### config.mk
export PLATFORM = sky130hd
export DESIGN_NAME = memdec_guard
export DESIGN_NICKNAME = d
export VERILOG_FILES = /design/src/rtl/memdec_guard.sv
export SDC_FILE = /design/constraint.sdc
export NUM_CORES = 1
export LEC_CHECK = 0
export BUFFER_PORTS_ARGS = -buffer_cell sky130_fd_sc_hd__buf_4
export CAP_MARGIN = 40
export CORE_MARGIN = 2
export CORE_UTILIZATION = 56
export CTS_CLUSTER_SIZE = 24
export DETAILED_ROUTE_END_ITERATION = 12
export PLACE_DENSITY = 0.77
export SLEW_MARGIN = 20
export SYNTH_ARGS = -nofsm -noshare
export SYNTH_HDL_FRONTEND = slang
export SYNTH_SLANG_ARGS = --single-unit
### constraint.sdc
create_clock -name clk -period 3.2 [get_ports clk]
set_clock_uncertainty 0.1 [all_clocks]
set_input_delay 0.32 -clock clk [delete_from_list [all_inputs] [get_ports clk]]
set_output_delay 0.32 -clock clk [all_outputs]
set_load 0.02 [all_outputs]
### src/rtl/memdec_guard.sv
module memdec_guard #(
  parameter int              IDW      = 3,
  parameter logic [IDW-1:0]  CORE_ID  = '0,
  parameter int              NWIN     = 4,
  parameter logic [31:0]     TOLM_RST = 32'h1000_0000,
  localparam int             SELW     = $clog2(4 + 2*NWIN),
  localparam int             IXW      = (NWIN > 4) ? $clog2(NWIN) : 2
) (
  input  logic            clk,
  input  logic            rst_n,
  input  logic            req_valid,
  output logic            req_ready,
  input  logic            req_io,
  input  logic [31:0]     req_addr,
  input  logic            req_write,
  input  logic [IDW-1:0]  req_init,
  input  logic            req_smm,
  input  logic            cfg_we,
  input  logic [SELW-1:0] cfg_sel,
  input  logic [31:0]     cfg_wdata,
  output logic            rsp_valid,
  output logic [2:0]      rsp_target,
  output logic [IXW-1:0]  rsp_index,
  output logic            rsp_blocked,
  output logic            rsp_write,
  output logic [31:0]     rsp_rdata,
  output logic            viol_pulse,
  output logic [31:0]     viol_addr
);

  localparam logic [2:0] T_NONE   = 3'd0;
  localparam logic [2:0] T_DRAM   = 3'd1;
  localparam logic [2:0] T_LEG    = 3'd2;
  localparam logic [2:0] T_PCI    = 3'd3;
  localparam logic [2:0] T_IOLEG  = 3'd4;
  localparam logic [2:0] T_IOHOST = 3'd5;
  localparam logic [2:0] T_SMBLK  = 3'd7;

  logic [11:0] sm_lo, sm_hi, tolm_hi;
  logic        sm_en;
  logic [19:0] wbase [NWIN];
  logic [19:0] wlim  [NWIN];
  logic [NWIN-1:0] wen;

  logic unused_wdata;
  assign unused_wdata = ^cfg_wdata[11:1];

  assign req_ready = 1'b1;

  always_ff @(posedge clk or negedge rst_n) begin
    if (!rst_n) begin
      sm_lo   <= '0;
      sm_hi   <= '0;
      sm_en   <= 1'b0;
      tolm_hi <= TOLM_RST[31:20];
      wen     <= '0;
      for (int i = 0; i < NWIN; i++) begin
        wbase[i] <= '0;
        wlim[i]  <= '0;
      end
    end else if (cfg_we) begin
      case (cfg_sel)
        SELW'(0): sm_lo   <= cfg_wdata[31:20];
        SELW'(1): sm_hi   <= cfg_wdata[31:20];
        SELW'(2): sm_en   <= cfg_wdata[0];
        SELW'(3): tolm_hi <= cfg_wdata[31:20];
        default: ;
      endcase
      for (int i = 0; i < NWIN; i++) begin
        if (cfg_sel == SELW'(4 + 2*i)) begin
          wbase[i] <= cfg_wdata[31:12];
          wen[i]   <= cfg_wdata[0];
        end
        if (cfg_sel == SELW'(5 + 2*i)) wlim[i] <= cfg_wdata[31:12];
      end
    end
  end

  wire in_sm = sm_en && req_addr[31:20] >= sm_lo && req_addr[31:20] <= sm_hi;
  wire sm_ok = (req_init == CORE_ID) && req_smm;

  logic [3:0] leg_hit;
  assign leg_hit[0] = req_addr >= 32'h000E_0000 && req_addr <= 32'h000F_FFFF;
  assign leg_hit[1] = req_addr >= 32'hFEC0_0000 && req_addr <= 32'hFEC0_0040;
  assign leg_hit[2] = req_addr >= 32'hFED0_0000 && req_addr <= 32'hFED0_03FF;
  assign leg_hit[3] = req_addr >= 32'hFFFE_0000;

  logic [NWIN-1:0] win_hit;
  for (genvar g = 0; g < NWIN; g++) begin : g_win
    assign win_hit[g] = wen[g] && req_addr[31:12] >= wbase[g] && req_addr[31:12] <= wlim[g];
  end

  logic [2:0]     d_tgt;
  logic [IXW-1:0] d_idx;
  logic           d_blk;

  always_comb begin
    d_tgt = T_NONE;
    d_idx = '0;
    d_blk = 1'b0;
    if (req_io) begin
      if (req_addr >= 32'h0CF8 && req_addr <= 32'h0CFF) d_tgt = T_IOHOST;
      else if (req_addr <= 32'h1_0002)                  d_tgt = T_IOLEG;
    end else if (in_sm) begin
      if (sm_ok) d_tgt = T_DRAM;
      else begin
        d_tgt = T_SMBLK;
        d_blk = 1'b1;
      end
    end else if (|leg_hit) begin
      d_tgt = T_LEG;
      for (int i = 3; i >= 0; i--) if (leg_hit[i]) d_idx = IXW'(i);
    end else if (|win_hit) begin
      d_tgt = T_PCI;
      for (int i = NWIN-1; i >= 0; i--) if (win_hit[i]) d_idx = IXW'(i);
    end else if (req_addr[31:20] < tolm_hi) begin
      d_tgt = T_DRAM;
    end
  end

  always_ff @(posedge clk or negedge rst_n) begin
    if (!rst_n) begin
      rsp_valid   <= 1'b0;
      rsp_target  <= T_NONE;
      rsp_index   <= '0;
      rsp_blocked <= 1'b0;
      rsp_write   <= 1'b0;
      rsp_rdata   <= '0;
      viol_pulse  <= 1'b0;
      viol_addr   <= '0;
    end else begin
      rsp_valid   <= req_valid;
      rsp_target  <= req_valid ? d_tgt : T_NONE;
      rsp_index   <= req_valid ? d_idx : '0;
      rsp_blocked <= req_valid && d_blk;
      rsp_write   <= req_valid && req_write && !d_blk;
      rsp_rdata   <= {32{req_valid && d_blk && !req_write}};
      viol_pulse  <= req_valid && d_blk;
      if (req_valid && d_blk) viol_addr <= req_addr;
    end
  end

  a_r10_one_cycle: assert property (@(posedge clk) disable iff (!rst_n)
    req_valid |=> rsp_valid);
  a_r10_idle: assert property (@(posedge clk) disable iff (!rst_n)
    !req_valid |=> !rsp_valid);
  a_r2_core_smm_never_blocked: assert property (@(posedge clk) disable iff (!rst_n)
    rsp_blocked |-> !($past(req_smm) && $past(req_init) == CORE_ID && !$past(req_io)));
  a_r3_viol_addr: assert property (@(posedge clk) disable iff (!rst_n)
    viol_pulse |-> rsp_valid && rsp_blocked && viol_addr == $past(req_addr));
  a_r11_no_blocked_write: assert property (@(posedge clk) disable iff (!rst_n)
    rsp_blocked |-> !rsp_write);
  a_r9_io_top: assert property (@(posedge clk) disable iff (!rst_n)
    rsp_valid && $past(req_io) && $past(req_addr) > 32'h1_0002 |-> rsp_target == T_NONE);

endmodule

==> results of run 1 <==
[state kept, by name (all words and copies together), names as in the netlist, 2 cells and up]
name and count:
sm_lo 12, wbase 80, wen 4, sm_hi 12, tolm_hi 12, rsp_target 3, viol_addr 32, wlim 80
rsp_index 2
[cell type report]
class                      instances  area, sq um
fill                            1962         8440
multi-input combinational        907         6910
sequential                       242         6060
timing repair buffer             192         1550
clock buffer                      37          763
inverter                         195          732
tap                              330          413
clock inverter                     9         97.6
antenna                            1         2.50
[through the flow]
step                util, %  power, mW  setup WS (ps)  instances
floorplan                 -       6.32            678       1431
global placement       61.9       7.29            199       1844
detailed placement     61.9       7.50            224       1845
CTS                    66.2       10.6            206       1912
global route           66.2       11.2           24.8       1913
finish                 66.2       10.6            199       1913
[cell families after synthesis]
group,Yosys count,share of synthesized area [%]
flip-flops,242,42.8
other,1,0.0265
AO/OA/AOI/OAI,292,12.4
buffers and inverters,282,8.51
multiplexers,107,8.51
AND/OR/NAND/NOR,312,10.5
adder cells (fa/ha/maj),195,17.2
[power groups by stage]
stage	clock (mW)	combinational, mW	sequential (mW)
after floorplan	0	1.93	4.39
after global placement	0	3.10	4.19
after detailed placement	0	3.27	4.23
after CTS	3.06	3.33	4.18
after global routing	3.19	3.74	4.26
final	3.03	3.35	4.18
[worst register-to-register path, cell delays in order (launching register included)]
cell	delay (ps)
dfrtp_1	330
inv_1	50
ha_1	300
nand4_1	180
nor4bb_1	460
a21boi_0	330
a2111oi_2	90
o22ai_1	180
nor2b_1	330
nor3b_4	290
a2bb2oi_1	90
[placed cells by master (no fill, tap or decap), drive strengths merged, types with 3 or more instances in the layout]
| master | n |
|---|---|
| mux2 | 107 |
| nor2 | 32 |
| a211oi | 5 |
| nor3b | 3 |
| dfrtp | 241 |
| a21o | 36 |
| nand3 | 23 |
| or3 | 3 |
| nor3 | 9 |
| nor2b | 10 |
| o211ai | 3 |
| o21ai | 143 |
| nand4 | 32 |
| clkinv | 6 |
| and4 | 6 |
| o21a | 4 |
| buf | 171 |
| o31a | 3 |
| clkbuf | 37 |
| dlygate4sd3 | 21 |
| ha | 195 |
| a2111oi | 9 |
| a21boi | 5 |
| inv | 195 |
| nand2b | 10 |
| a21oi | 59 |
| nor4bb | 4 |
| a221o | 3 |
| o31ai | 5 |
| nand3b | 3 |
| nor4 | 8 |
| a221oi | 3 |
| nand2 | 162 |
[worst max-delay path by stage]
stage                  from  cells after the start                        end  slack (ps)
2_1_floorplan  req_addr[20]                     10  viol_addr[14]$_DFFE_PN0P_         680
6_report       req_addr[12]                     12    rsp_target[1]$_DFF_PN0_         200
5_1_grt        req_addr[12]                     13    rsp_target[0]$_DFF_PN0_          20
3_5_place_dp   req_addr[12]                     12    rsp_target[1]$_DFF_PN0_         220
4_1_cts        req_addr[12]                     13    rsp_target[1]$_DFF_PN0_         210
3_3_place_gp   req_addr[12]                     12    rsp_target[0]$_DFF_PN0_         200
[layer usage]
metal,wire length (um),part of all wire (%)
met5,0,0
met4,1440,3.9
met3,2350,6.4
met2,17500,47
met1,15600,42
[what timing repair did]
action | in CTS | in global routing
endpoints found under the setup margin | 0 | 2
hold buffers | 21 | 0
gates resized for setup | 0 | 2
endpoints found under the hold margin | 95 | 0
==> metrics.md, run 1 <==
| Metric | Value |
|---|---|
| Placer congestion estimate | `between 0.8 and 0.9` |
| Largest net degree at the start of global routing | `74` |
| Remaining DRCs | `0` |
| Clk pin slew, worst setup/hold paths | `60 ps` |
| Hold crit path type | `in -> reg` |
| Total gr overflow | `0` |
| DRT Wirelength | `around 37 mm` |
| CP Capture Type | `flip-flop` |
| Crit-path max FO | `4` |
| Clk_lat worst skew | `530 ps` |
| Critical path, cell by cell | `dlygate4sd3_1 -> buf_4 -> inv_1 -> ha_1 -> nand2b_1 -> a2111oi_0 -> a2111oi_0 -> o31a_1 -> o22ai_1 -> nor2b_1 -> nor3b_4 -> a2bb2oi_1` |
| Gate power share | `31.7%` |
| VDD IR max | `478 uV` |
| GR peak layer | `met2` |
| Buf+Inv Stages, Crit Path | `3` |
| Initial antenna violation count | `1` |
| P_leak | `8.20 nW` |
| Met2 Use GR | `47.7%` |
| Design Area, Final | `16500 sq um` |
| Hold EP | `tolm_hi[8]$_DFFE_PN1P_` |
| Root buf cell | `clkbuf_16` |
| Setup violators final | `0` |
| Switch share | `32.0%` |
| Yosys warning count | `0` |
| Crit Path Category | `in -> reg` |
| Sequential-to-total area share from yosys stat | `42.8%` |
| Die area | `26600 sq um` |
| CTS tree | `done` |
| H-tree levels | `1` |
| Top post-synthesis cells by count | `dfrtp_1 (241), ha_1 (195), inv_1 (195)` |
| CP startpoint kind | `primary input` |
| Sequential power share | `between 30% and 40%` |
| Top delay family on crit path | `compound AO/OA/AOI/OAI gates` |
| First-pass GRT wire length | `58.7 mm` |
| Number of clock sinks | `242` |
| Synth top area share | `42.6%` |
| Worst reg2reg path endpoint | `rsp_target[1]$_DFF_PN0_` |
| Main area contributors after synthesis | `dfrtp_1 (43%), ha_1 (17%), mux2_2 (8.3%)` |
| Cell Area, Placed | `15400 sq um` |
| Vias in the first global route | `11000` |
| Post-synth ARST share | `100%` |
| All-Layer GR Usage | `about 28%` |
| RR Startpoint | `wlim[18]$_DFFE_PN0P_` |
| Syn Nets | `between 1500 and 2000` |
| Worst hold path stage count | `3` |
| HPWL after detailed placement | `~26 mm` |
| TNS Setup | `0 ps` |
| Syn Area/Cell | `9.89 sq um` |
| Die height | `163 um` |
| Die Wd | `163 um` |
| R2R depth | `10` |
| Slew Limit Fails | `0` |
| CP required | `about 3500 ps` |
| Syn Inst Count | `between 1000 and 1500` |
| GR Util met3 | `just under 4%` |
| DR vias | `11000` |
| Power per Cell Area | `about 640 nW/um^2` |
| Ys flop type | `dfrtp_1` |
| Num ports | `roughly 150` |
| R2r setup slk | `350 ps` |
| CTS max path bufs | `3` |
| DRT Pass-1 Iters | `5` |
| Post-synth EDFFs | `0` |
| Area grow syn2layout | `16.8%` |
| Synthesized flop and latch total | `242` |
| Critical Path Most Common Cell | `a2111oi_0` |
| Crit-path slowest cell | `dlygate4sd3_1` |
| Arr. time, crit path | `3320 ps` |
| Top-count cell post-synth | `dfrtp_1` |
| Synth unique cells | `56` |
| Synthesized cell area | `around 14000 sq um` |
| Post-DRT Antenna Nets | `0` |
| GR Util met1 | `37.8%` |
| Initial core utilization | `a little under three fifths` |
| Share of layout cells above drive strength 1 | `20.8%` |
| Final-report hold violation count | `0` |
| Int Power | `7.18 mW` |
| Max transition margin | `approximately 46%` |
| FP Rows | `slightly below 60` |
| HP Start | `cfg_wdata[28]` |
| Hold_ws | `14.9 ps` |
| Crit-path max cell delay | `around 540 ps` |
| Number of buffers created by CTS | `26` |
| Postcts setup bufs | `0` |
| P_sw | `about 3.4 mW` |
| Fin crit period | `around 3000 ps` |
| Final net count | `1837` |
| Core box area | `25000 sq um` |
| Via/cell ratio | `5.77` |
| Run status | `complete, no violations` |
| Max-Cap Viols | `0` |
| Post-route clock period utilization | `around 94%` |
| DR WL/cell | `between 15 and 20 um` |
| Clock group share of total power | `28.7%` |
| Yosys top cell by area | `dfrtp_1` |
| Max Freq | `333 MHz` |
| Port buffer count | `139` |
| Iter 0 DRT Violations | `695` |
| RSZ-0062 raised after global routing | `no` |
| Worst-margin pin slew | `810 ps` |
Power figures use the tool's default switching activity.
==> run 2, diff against run 1 <==
--- a/config.mk
+++ b/config.mk
@@ -8,10 +8,10 @@
 export BUFFER_PORTS_ARGS = -buffer_cell sky130_fd_sc_hd__buf_4
 export CAP_MARGIN = 40
 export CORE_MARGIN = 2
-export CORE_UTILIZATION = 56
+export CORE_UTILIZATION = 60
 export CTS_CLUSTER_SIZE = 24
 export DETAILED_ROUTE_END_ITERATION = 12
-export PLACE_DENSITY = 0.77
+export PLACE_DENSITY = 0.81
 export SLEW_MARGIN = 20
 export SYNTH_ARGS = -nofsm -noshare
 export SYNTH_HDL_FRONTEND = slang
==> run 2 against run 1 <==
Global-route usage up 2.6 points. Final cell count down 0.37%. Non-clock buffer count up 2. Clock-buffer cell count unchanged. Combinational power up 2%. Highest routed layer is now met5. Clock power up 9.2%.
==> metrics.md, run 2 (synthesis gave the netlist of run 1 again) <==
| Metric | Value |
|---|---|
| Total Power | `between 10 and 15 mW` |
| Max Freq | `~330 MHz` |
| Remaining DRCs | `0` |
| Largest net degree at the start of global routing | `94` |
| DRT Wirelength | `37.9 mm` |
| Max transition margin | `between 40% and 50%` |
| Slew Limit Fails | `0` |
| Placer congestion estimate | `between 0.8 and 0.9` |
| R2R depth | `10` |
| Worst reg2reg path endpoint | `rsp_index[1]$_DFF_PN0_` |
| FP Rows | `56` |
| All-Layer GR Usage | `31.1%` |
| GR Util met1 | `39.7%` |
| RSZ-0062 raised after global routing | `no` |
| Number of clock sinks | `between 200 and 250` |
| Die Wd | `about 160 um` |
| Design Area, Final | `approximately 17000 sq um` |
| CP Capture Type | `flip-flop` |
| Worst hold path stage count | `3` |
| Cell Area, Placed | `15400 sq um` |
| Arr. time, crit path | `roughly 3400 ps` |
| HP Start | `cfg_wdata[15]` |
| P_leak | `8.26 nW` |
| Crit-path max cell delay | `530 ps` |
| Setup violators final | `0` |
| Core box area | `23300 sq um` |
| Max-Cap Viols | `0` |
| TNS Setup | `0 ps` |
| Share of layout cells above drive strength 1 | `a little over a fifth` |
| Area grow syn2layout | `17.5%` |
| Top delay family on crit path | `compound AO/OA/AOI/OAI gates` |
| Worst setup margin | `around 140 ps` |
| Top flop regs | `wbase x80, wlim x80, viol_addr x32` |
| Final net count | `1840` |
| Fillers | `approximately 1600` |
| R2r setup slk | `340 ps` |
| CTS max path bufs | `3` |
| HPWL after detailed placement | `26.0 mm` |
| Number of buffers created by CTS | `27` |
| Clk_lat worst skew | `roughly 540 ps` |
| Initial antenna violation count | `2` |
| GR Util met3 | `6.13%` |
| DR vias | `between 10000 and 15000` |
| Final-report hold violation count | `0` |
| Buf+Inv Stages, Crit Path | `3` |
| Antenna diode count | `0` |
| Crit-path slowest cell | `dlygate4sd3_1` |
| VDD IR max | `877 uV` |
| Pre-CTS setup slack | `about 77 ps` |
| Leading cell type in the layout, fill and taps excluded | `dfrtp_1` |
| DRT Pass-1 Iters | `7` |
| Total gr overflow | `0` |
| First-pass GRT wire length | `59.4 mm` |
| Crit Path Category | `in -> reg` |
| Vias in the first global route | `11100` |
| GR peak layer | `met2` |
| Post-route clock period utilization | `between 90% and 100%` |
| Clk pin slew, worst setup/hold paths | `60 ps` |
| Die area | `24800 sq um` |
| Crit-path max FO | `5` |
| Port buffer count | `139` |
| Met2 Use GR | `51.5%` |
| Hold EP | `wlim[63]$_DFFE_PN0P_` |
| Worst-margin pin slew | `between 700 and 800 ps` |
| CTS tree | `done` |
| Die height | `between 150 and 200 um` |
| Initial core utilization | `60.7%` |
| Critical path, cell by cell | `dlygate4sd3_1 -> buf_4 -> clkinvlp_4 -> ha_1 -> nand2b_1 -> a2111oi_2 -> a2111oi_1 -> o31ai_1 -> a32oi_1 -> nor2b_2 -> nor3b_4 -> a221oi_2` |
| Post-DRT Antenna Nets | `0` |
| Inst Count DP | `1832` |
| Power per Cell Area | `656 nW/um^2` |
| CP required | `3500 ps` |
| Hold crit path type | `in -> reg` |
| Non-Filler Instances | `approximately 1900` |
| Commonest non-fill, non-tap cells in the layout | `dfrtp_1 (241), ha_1 (195), inv_1 (194), buf_4 (165), nand2_1 (162)` |
| H-tree levels | `1` |
| RR Startpoint | `wbase[49]$_DFFE_PN0P_` |
| Iter 0 DRT Violations | `727` |
| CP startpoint kind | `primary input` |
| Via/cell ratio | `5.86` |
| Num ports | `152` |
| Fin crit period | `3060 ps` |
| DR WL/cell | `around 20 um` |
| Run status | `complete, no violations` |
| Root buf cell | `clkbuf_16` |
run 2: how the worst max path moves through the flow:
stage                       from                        end  slack, ps  cells after the start
floorplan           req_addr[20]  viol_addr[14]$_DFFE_PN0P_        680                     10
global placement    req_addr[12]    rsp_target[1]$_DFF_PN0_        200                     11
detailed placement  req_addr[12]    rsp_target[0]$_DFF_PN0_         80                     11
CTS                 req_addr[12]    rsp_target[1]$_DFF_PN0_         50                     12
global route        req_addr[12]     rsp_index[1]$_DFF_PN0_         40                     12
finish              req_addr[12]    rsp_target[0]$_DFF_PN0_        140                     12
run 2: power breakdown:
part	switching [mW]	total, mW	internal, mW
combinational	1.89	3.41	1.52
clock	1.27	3.31	2.04
sequential	0.326	4.18	3.86
run 2: cell type report:
class | instances | area (sq um) | share of cell area (%)
Multi-Input combinational cell | 907 | 6920 | 41.6
Sequential cell | 242 | 6060 | 36.4
Timing Repair Buffer | 194 | 1570 | 9.43
Clock buffer | 37 | 793 | 4.77
Inverter | 195 | 736 | 4.42
Tap cell | 319 | 399 | 2.40
Clock inverter | 12 | 160 | 0.963
run 2: per-stage QoR:
stage               hold slack [ps]  util (%)
floorplan                     -75.6         -
global placement                312      66.0
detailed placement              299      66.0
CTS                            22.6      71.1
global route                   30.0      71.3
finish                         15.8      71.3
run 2: routing by layer:
layer	routed length [um]	share of wire (%)
met5	23	0.061
met4	1810	4.8
met3	3110	8.2
met2	17800	47
met1	15200	40
run 2: repair_timing:
item                                   in CTS  in global routing
endpoints found under the hold margin     138                  0
setup buffers                               0                  0
hold buffers                               24                  0
setup endpoints to repair                   0                  4
resized for setup                           0                  7
run 2: worst reg2reg max path: stages, from the launching register on:
cell       delay [ps]
dfrtp_1           370
inv_1              70
ha_1              240
a21oi_1           170
o21ai_0           150
a2111oi_0         510
buf_4             220
a2111oi_0         110
o311a_1           450
nor3_1            220
o2111a_1          190
==> run 3, diff against run 2 <==
--- a/config.mk
+++ b/config.mk
@@ -11,7 +11,7 @@
 export CORE_UTILIZATION = 60
 export CTS_CLUSTER_SIZE = 24
 export DETAILED_ROUTE_END_ITERATION = 12
-export PLACE_DENSITY = 0.81
+export PLACE_DENSITY = 0.86
 export SLEW_MARGIN = 20
 export SYNTH_ARGS = -nofsm -noshare
 export SYNTH_HDL_FRONTEND = slang
==> run 3 against run 2 <==
The flow now finishes with violations (negative hold slack). Setup slack better by 62 ps. Core utilization down 0.64 points. Cell area down 0.90%. Via count up 2.6%. Sequential share of layout area up 0.33 points. Highest routed layer unchanged.
==> metrics.md, run 3 (synthesis gave the netlist of run 1 again) <==
| Metric | Value |
|---|---|
| Run status | `finished, violations left` |
| Failing checks | `negative hold slack` |
| VDD IR max | `527 uV` |
| HP Start | `cfg_wdata[17]` |
| Initial core utilization | `60.7%` |
| Core box area | `23300 sq um` |
| Root buf cell | `clkbuf_16` |
| Hold_ws | `-10.7 ps` |
| Vias in the first global route | `around 12000` |
| Total gr overflow | `0` |
| Final net count | `roughly 1800` |
| Number of buffers created by CTS | `26` |
| RR Startpoint | `wlim[7]$_DFFE_PN0P_` |
| Max transition margin | `43.7%` |
| Leading cell type in the layout, fill and taps excluded | `dfrtp_1` |
| R2R depth | `10` |
| Worst-margin pin slew | `844 ps` |
| Arr. time, crit path | `3310 ps` |
| HPWL after detailed placement | `25.9 mm` |
| Clk_lat worst skew | `530 ps` |
| Largest net degree at the start of global routing | `84` |
| Crit-path max FO | `3` |
| Die height | `between 150 and 200 um` |
| Top Layer Used | `met5` |
| Cell Area, Placed | `15400 sq um` |
| DRT Wirelength | `39.6 mm` |
| Via/cell ratio | `6.05` |
| Number of clock sinks | `242` |
| Share of layout cells above drive strength 1 | `21.0%` |
| Die Wd | `between 150 and 200 um` |
| Final-report hold violation count | `2` |
| Met3 wire length | `3.49 mm` |
| All-Layer GR Usage | `approximately 33%` |
| Placer congestion estimate | `0.909` |
| P_leak | `8.19 nW` |
| Worst reg2reg path endpoint | `rsp_index[0]$_DFF_PN0_` |
| R2r setup slk | `between 200 and 250 ps` |
| Post-DRT Antenna Nets | `0` |
| Met2 routed WL | `roughly 18 mm` |
| First-pass GRT wire length | `between 60 and 70 mm` |
| Crit Path Category | `reg -> reg` |
| CP required | `about 3500 ps` |
| Postcts setup bufs | `0` |
| Hold crit path type | `in -> reg` |
| DR vias | `11500` |
| CP startpoint kind | `flip-flop` |
| Num ports | `152` |
| Area grow syn2layout | `16.5%` |
| Max-Cap Viols | `0` |
| Commonest non-fill, non-tap cells in the layout | `dfrtp_1 (241), inv_1 (195), ha_1 (195), buf_4 (164), nand2_1 (162)` |
| Post-route clock period utilization | `a little over nine tenths` |
| Hold EP | `wbase[45]$_DFFE_PN0P_` |
| DR WL/cell | `20.9 um` |
| Clk pin slew, worst setup/hold paths | `70 ps` |
| CTS max path bufs | `3` |
| Top flop regs | `wbase x80, wlim x80, viol_addr x32` |
| Initial antenna violation count | `1` |
| DRT Pass-1 Iters | `6` |
| CTS tree | `done` |
| Inst Count DP | `1831` |
| Non-Filler Instances | `1895` |
| H-tree levels | `1` |
| Die area | `24800 sq um` |
| Max Freq | `334 MHz` |
| Pre-CTS setup slack | `117 ps` |
| Setup violators final | `0` |
| Slew Limit Fails | `0` |
| Met1 wire length | `14.8 mm` |
| Remaining DRCs | `0` |
| Worst hold path stage count | `3` |
| Power per Cell Area | `approximately 660 nW/um^2` |
| Fillers | `roughly 1500` |
| Fin crit period | `approximately 3000 ps` |
| Worst setup margin | `204 ps` |
| FP Rows | `56` |
| Total Power | `between 10 and 15 mW` |
| RSZ-0062 raised after global routing | `no` |
| Design Area, Final | `approximately 16000 sq um` |
| Iter 0 DRT Violations | `910` |
| CP Capture Type | `flip-flop` |
| Port buffer count | `about 140` |
| TNS Setup | `0 ps` |
==> run 3: cell types whose count changed in the layout (fill, tap and decap cells not counted), sizes merged <==
| cell | previous run | this run |
|---|---|---|
| dlygate4sd3 | 24 | 17 |
| buf | 170 | 168 |
| bufinv | 4 | 2 |
| clkbuf | 37 | 41 |
| diode | 0 | 1 |
| inv | 194 | 195 |
| clkinv | 8 | 2 |
==> run 3: layout make-up <==
cell class	instances	area [sq um]	share of cell area [%]
sequential	242	6060	36.7
clock inverter	5	77.6	0.471
inverter	195	732	4.44
multi-input combinational	907	6910	41.9
clock buffer	41	848	5.15
antenna	1	2.50	0.0152
timing repair buffer	185	1460	8.86
tap	319	399	2.42
==> run 3: timing repair <==
item,CTS,global route
resized for setup,0,1
endpoints found under the hold margin,99,0
setup endpoints to repair,0,1
hold buffers,17,0
==> run 3: worst max-delay path by stage <==
stage               slack [ps]  depth (start not counted)                  from                        end
finish                     200                         10   wlim[7]$_DFFE_PN0P_     rsp_index[0]$_DFF_PN0_
global route               110                         10   wlim[5]$_DFFE_PN0P_     rsp_index[0]$_DFF_PN0_
CTS                        310                          9  wbase[0]$_DFFE_PN0P_    rsp_target[1]$_DFF_PN0_
detailed placement         120                         11          req_addr[12]    rsp_target[1]$_DFF_PN0_
global placement           170                         11          req_addr[12]    rsp_target[0]$_DFF_PN0_
floorplan                  680                         10          req_addr[20]  viol_addr[14]$_DFFE_PN0P_
==> run 3: where the power goes <==
group          leakage (nW)  switching (mW)  total (mW)  internal [mW]
clock network         0.458            1.24        3.21           1.96
registers              2.95           0.353        4.21           3.86
logic                  4.79            1.93        3.44           1.52
==> run 3: critical path, stage by stage, from the launching register on <==
cell and delay [ps]:
dfrtp_1 360, inv_1 70, ha_1 250, a21oi_1 180, o21ai_0 160, a221o_1 420
a2111oi_2 380, o22ai_1 150, nor2_1 310, nor3_1 130, a211oi_2 360
==> run 3: per-layer routing <==
metal / vias to the layer above / global-route usage (%)
li1: 5142 / -
met1: 5522 / 39.0
met2: 595 / 54.1
met3: 202 / 7.53
met4: 2 / 21.0
met5: - / 0
==> run 3: per-stage QoR <==
step / util, % / hold WS (ps)
2_1_floorplan: - / -75.6
3_3_place_gp: 65.9 / 261
3_5_place_dp: 65.9 / 264
4_1_cts: 70.6 / 2.04
5_1_grt: 70.7 / 10.7
6_report: 70.7 / -10.7
